==> config.mk <==
export PLATFORM = sky130hd
export DESIGN_NAME = wdog_keyed
export DESIGN_NICKNAME = d
export VERILOG_FILES = /design/src/rtl/wdog_keyed.sv
export SDC_FILE = /design/constraint.sdc
export NUM_CORES = 1
export LEC_CHECK = 0
export ABC_AREA = 1
export BUFFER_PORTS_ARGS = -buffer_cell sky130_fd_sc_hd__buf_2
export CAP_MARGIN = 30
export CORE_AREA = 2 2 100 102
export CTS_BUF_LIST = sky130_fd_sc_hd__clkbuf_4
export DETAILED_ROUTE_END_ITERATION = 8
export DIE_AREA = 0 0 102 104
export PLACE_DENSITY_LB_ADDON = 0.1
export SYNTH_ARGS = -nofsm -noshare
export SYNTH_HDL_FRONTEND = slang
export SYNTH_SLANG_ARGS = --single-unit
==> constraint.sdc <==
create_clock -name clk -period 6.4 [get_ports clk]
set_input_delay 0.64 -clock clk [delete_from_list [all_inputs] [get_ports clk]]
set_output_delay 0.64 -clock clk [all_outputs]
set_load 0.1 [all_outputs]
==> src/rtl/wdog_keyed.sv <==
module wdog_keyed #(
  parameter int          CNT_W    = 31,
  parameter int          CMP_W    = 16,
  parameter int          SCALE_W  = 4,
  parameter logic [31:0] KEY_WORD  = 32'h0051_F15E,
  parameter logic [31:0] FEED_WORD = 32'h0D09_F00D
) (
  input  logic        clk,
  input  logic        rst_n,
  input  logic        tick,
  input  logic        core_awake,
  input  logic        bus_wr,
  input  logic [5:0]  bus_addr,
  input  logic [31:0] bus_wdata,
  output logic [31:0] bus_rdata,
  output logic        irq,
  output logic        sys_rst_req
);
  localparam logic [5:0] A_CFG  = 6'h00;
  localparam logic [5:0] A_CNT  = 6'h08;
  localparam logic [5:0] A_SCL  = 6'h10;
  localparam logic [5:0] A_FEED = 6'h18;
  localparam logic [5:0] A_KEY  = 6'h1C;
  localparam logic [5:0] A_CMP  = 6'h20;

  logic [CNT_W-1:0]   cnt;
  logic [CMP_W-1:0]   cmp;
  logic [SCALE_W-1:0] scale;
  logic rst_en, zero_cmp, en_always, en_awake, pend, unlocked, hit_d;

  logic acc;
  assign acc = bus_wr && unlocked && (bus_addr != A_KEY);

  logic run;
  assign run = en_always || (en_awake && core_awake);

  logic [CNT_W-1:0] shifted;
  logic [CMP_W-1:0] scaled;
  assign shifted = cnt >> scale;
  assign scaled  = shifted[CMP_W-1:0];

  logic hit;
  assign hit = run && (scaled >= cmp);

  logic feed_ok;
  assign feed_ok = acc && (bus_addr == A_FEED) && (bus_wdata == FEED_WORD);

  always_ff @(posedge clk or negedge rst_n)
    if (!rst_n) unlocked <= 1'b0;
    else if (bus_wr) unlocked <= (bus_addr == A_KEY) && (bus_wdata == KEY_WORD);

  always_ff @(posedge clk or negedge rst_n)
    if (!rst_n) cnt <= '0;
    else if (feed_ok) cnt <= '0;
    else if (acc && bus_addr == A_CNT) cnt <= bus_wdata[CNT_W-1:0];
    else if (hit && zero_cmp) cnt <= '0;
    else if (run && tick) cnt <= cnt + 1'b1;

  always_ff @(posedge clk or negedge rst_n)
    if (!rst_n) begin
      scale <= '0; rst_en <= 1'b0; zero_cmp <= 1'b0;
      en_always <= 1'b0; en_awake <= 1'b0;
    end else if (acc && bus_addr == A_CFG) begin
      scale     <= bus_wdata[SCALE_W-1:0];
      rst_en    <= bus_wdata[8];
      zero_cmp  <= bus_wdata[9];
      en_always <= bus_wdata[12];
      en_awake  <= bus_wdata[13];
    end

  always_ff @(posedge clk or negedge rst_n)
    if (!rst_n) pend <= 1'b0;
    else if (hit) pend <= 1'b1;
    else if (acc && bus_addr == A_CFG) pend <= bus_wdata[28];

  always_ff @(posedge clk or negedge rst_n)
    if (!rst_n) cmp <= '0;
    else if (acc && bus_addr == A_CMP) cmp <= bus_wdata[CMP_W-1:0];

  always_ff @(posedge clk or negedge rst_n)
    if (!rst_n) begin
      hit_d <= 1'b0; sys_rst_req <= 1'b0;
    end else begin
      hit_d       <= hit;
      sys_rst_req <= rst_en && hit && !hit_d;
    end

  assign irq = pend;

  always_comb begin
    bus_rdata = '0;
    case (bus_addr)
      A_CFG: begin
        bus_rdata[SCALE_W-1:0] = scale;
        bus_rdata[8]  = rst_en;
        bus_rdata[9]  = zero_cmp;
        bus_rdata[12] = en_always;
        bus_rdata[13] = en_awake;
        bus_rdata[28] = pend;
      end
      A_CNT:  bus_rdata[CNT_W-1:0] = cnt;
      A_SCL:  bus_rdata[CMP_W-1:0] = scaled;
      A_KEY:  bus_rdata[0] = unlocked;
      A_CMP:  bus_rdata[CMP_W-1:0] = cmp;
      default: bus_rdata = '0;
    endcase
  end

  a_r9_rst_one_cycle: assert property (@(posedge clk) disable iff (!rst_n)
    sys_rst_req |=> !sys_rst_req);
  a_r3_unlock_single_use: assert property (@(posedge clk) disable iff (!rst_n)
    (bus_wr && bus_addr != A_KEY) |=> !unlocked);
  a_r7_pend_sticky: assert property (@(posedge clk) disable iff (!rst_n)
    (pend && !(acc && bus_addr == A_CFG)) |=> pend);
  a_r4_feed_clears: assert property (@(posedge clk) disable iff (!rst_n)
    feed_ok |=> (cnt == '0));
  a_r5_hold_when_idle: assert property (@(posedge clk) disable iff (!rst_n)
    (!run && !bus_wr) |=> $stable(cnt));
  a_r2_locked_cfg: assert property (@(posedge clk) disable iff (!rst_n)
    (bus_wr && !unlocked) |=> ($stable(scale) && $stable(cmp) && $stable(en_always)));
  a_r7_no_pend_idle: assert property (@(posedge clk) disable iff (!rst_n)
    (!run && !pend && !(acc && bus_addr == A_CFG)) |=> !pend);
endmodule

==> reports/metrics.cfg <==
[job]
cap_violations=0

[setup_path]
cpMaxStageDelayCell=dfrtp_1
path_buf_inv=3
crit_top_cell=nand2_1
crit_family=simple AND/OR/NAND/NOR gates
worstPathMaxFanout=42
timing_worst_setup_path_type=flop to flop
crit_path_cell_trace=buf_4 -> nand2_1 -> o21ai_0 -> mux2i_1 -> o21ai_0 -> nor2_1 -> a31oi_1 -> ha_1 -> nand4_1 -> nor2_1 -> nand2_1 -> inv_1 -> nand2_1 -> nand2_1 -> nand3_2 -> a21oi_2 -> buf_4 -> nand2_1 -> nand2_1
end_kind=flop
worstPathRequired_ns=6.76
arrival_ns=4.48
cp-start-kind=flop
max_stage_delay_ns=0.61

[status]
status=finished, final reports clean

[layout]
n_fill_cell=1019
syn_to_final_growth_pct=7.82
final_area_mm2=0.00628
diodes=0
final_layout_size_suffix_gt1_share_pct=11.6
fin_util_pct=65.8
fin_cells=1180
fin_nets=1102

[die]
initial_core_util_pct=61.0
die_area_mm2=0.0106
fp-row-count=36
die_w_um=102
io_pins=77
core_mm2=0.00955
fp.dieH_um=104

[sta]
grt_setup_unrepaired=false
relSlewSlack_pct=34.8
fin_worst_skew_ns=0.0190
worst_slew_pin_slew_ns=0.976
drv_slew=0
finalHoldViolCount=0
fin_crit_sh_pct=64.3
fmax_mhz=243
finalSetupTns_ns=0
period_minus_slack_ns=4.11
setup_viol=0

[grt]
antenna_found_initial=0
grt_pass1_vias=5937
grt_max_degree=60
grt-ovfl-total=0
grt_pass1_wl_mm=29.7
gr-usage-all-layers_pct=35.7

[synthesis]
async_flop_share_pct=100
post-synth-top-count-cell=nand2_1
ys_seq_elements=59
synthFlopType=dfrtp_1
synthTopCellsByArea=dfrtp_1 (25%), nand2_1 (24%), inv_1 (7.1%), o21ai_0 (7.0%), nand3_1 (6.7%)
syn_avg_cell_area_um2=5.81
ys_types=40
synth_top_cell_by_area=dfrtp_1
synth_top_area_share_pct=25.3
yosys-top-cells-count=nand2_1 (373), inv_1 (110), nor2_1 (95)
synth-edff-count=0
yosysSeqAreaShare_pct=25.3
yosys_warnings=0
synthCells=1002
synth_nets=1062
syn-cell-area_mm2=0.00583

[clock_network]
tritoncts=done
cts.clk_slew.worst_paths_ns=0.12
cts-htree-levels=3
cts_buffers=9
ctsResizeCount=0
clock-root-buffer=clkbuf_4
post_cts_buffers=0
cts_hold_buf=0
worstSkewPairLatency_ns=0.43
clock-sinks=59
clk_path_buf_depth=2

[power_and_ir_drop]
p_leak_nw=3.19
pwr_density_cell_mw_per_mm2=110
total_power_uw=688
vdd_drop_max_uv=121

[routing]
drtIter0Drc=599
wl_per_cell_um=15.7
drc=0
viasPerCell=5.65
via_count=6667
final_antenna_net_count=0
wl_mm=18.5
drt_pre_antenna_iters=6

[place]
dp.cells=1164
dpl.hpwl_mm=14.3
place_congestion=1.01
placed_cell_area_mm2=0.00616
io_buffers=75

[worst_hold_path]
hold_path_class=input port to async pin

-- cell families (layout without fill, tap and decap cells) --
logic type / count (synthesis) / in the layout / share of synthesized area [%]
and+or+nand+nor: 590 / 590 / 42.2
DFF: 59 / 59 / 25.3
other: 1 / 1 / 0.0644
muxes: 2 / 2 / 0.344
buffers and inverters: 168 / 213 / 12.0
xor gates and xnor gates: 14 / 14 / 2.10
AOI/OAI and AO/OA: 151 / 151 / 14.2
adders and majority gates: 17 / 17 / 3.65
-- layer usage --
layer / part of all wire [%] / up-vias / global-route usage [%]
met3: 9.7 / 46 / 5.38
met5: 0 / - / 0
met1: 42 / 2995 / 50.9
met4: 3.4 / 0 / 13.6
met2: 45 / 348 / 54.3
li1: - / 3278 / -
-- flip-flops by register name (all words and copies together) (netlist names) --
signal       flops
scale            4
irq              1
zero_cmp         1
en_always        1
rst_en           1
sys_rst_req      1
cnt             31
hit_d            1
unlocked         1
cmp             16
en_awake         1
-- per-stage QoR --
stage                     hold WS [ns]  setup WS [ns]
after detailed placement         0.397           2.40
final                            0.354           2.29
after global placement           0.390           2.44
after CTS                        0.369           2.37
after floorplan                  0.344           2.78
after global routing             0.397           1.84
-- final cells by class --
class | instances | area (µm²) | area share, %
multi-input cells | 775 | 3650 | 58.1
flip-flops and latches | 59 | 1480 | 23.5
repair buffers | 83 | 443 | 7.05
inverters | 114 | 428 | 6.81
well taps | 133 | 166 | 2.65
clock buffers | 9 | 67.6 | 1.08
clock inverters | 7 | 51.3 | 0.817
-- worst reg2reg max path, delay by kind of cell, from the launching register on --
kind | cells | cell delay [ns]
compound gates | 4 | 0.99
fa+ha+maj | 1 | 0.22
buf+inv | 3 | 0.80
flops | 1 | 0.61
mux | 1 | 0.16
simple gates | 10 | 1.28
-- path summary, 6_finish.rpt --
check,startpoint,endpoint,slack (ns),cells after the start
max,scale[0],cnt[7],2.29,19
min,rst_n,cmp[8],0.35,2
max reg2reg,scale[0],cnt[7],2.29,19
max in group asynchronous,rst_n,cnt[9],5.54,2
min in group clk,hit_d,sys_rst_req,0.41,1
min reg2reg,hit_d,sys_rst_req,0.41,1
-- power breakdown --
part / switching (mW) / internal [mW] / total, mW
sequential: 0.00244 / 0.374 / 0.377
clock: 0.165 / 0.0816 / 0.246
combinational: 0.0445 / 0.0202 / 0.0647
total: 0.212 / 0.476 / 0.688
-- cell usage in the layout, fill, tap and decap left out, drive strengths merged, types with 13 or more instances in the layout --
master,n
a21oi,29
buf,83
dfrtp,59
ha,17
inv,116
nand2,374
nand3,81
nand4,15
nor2,103
o21ai,87
o22ai,13
xor2,14
Power figures use the tool's default switching activity.
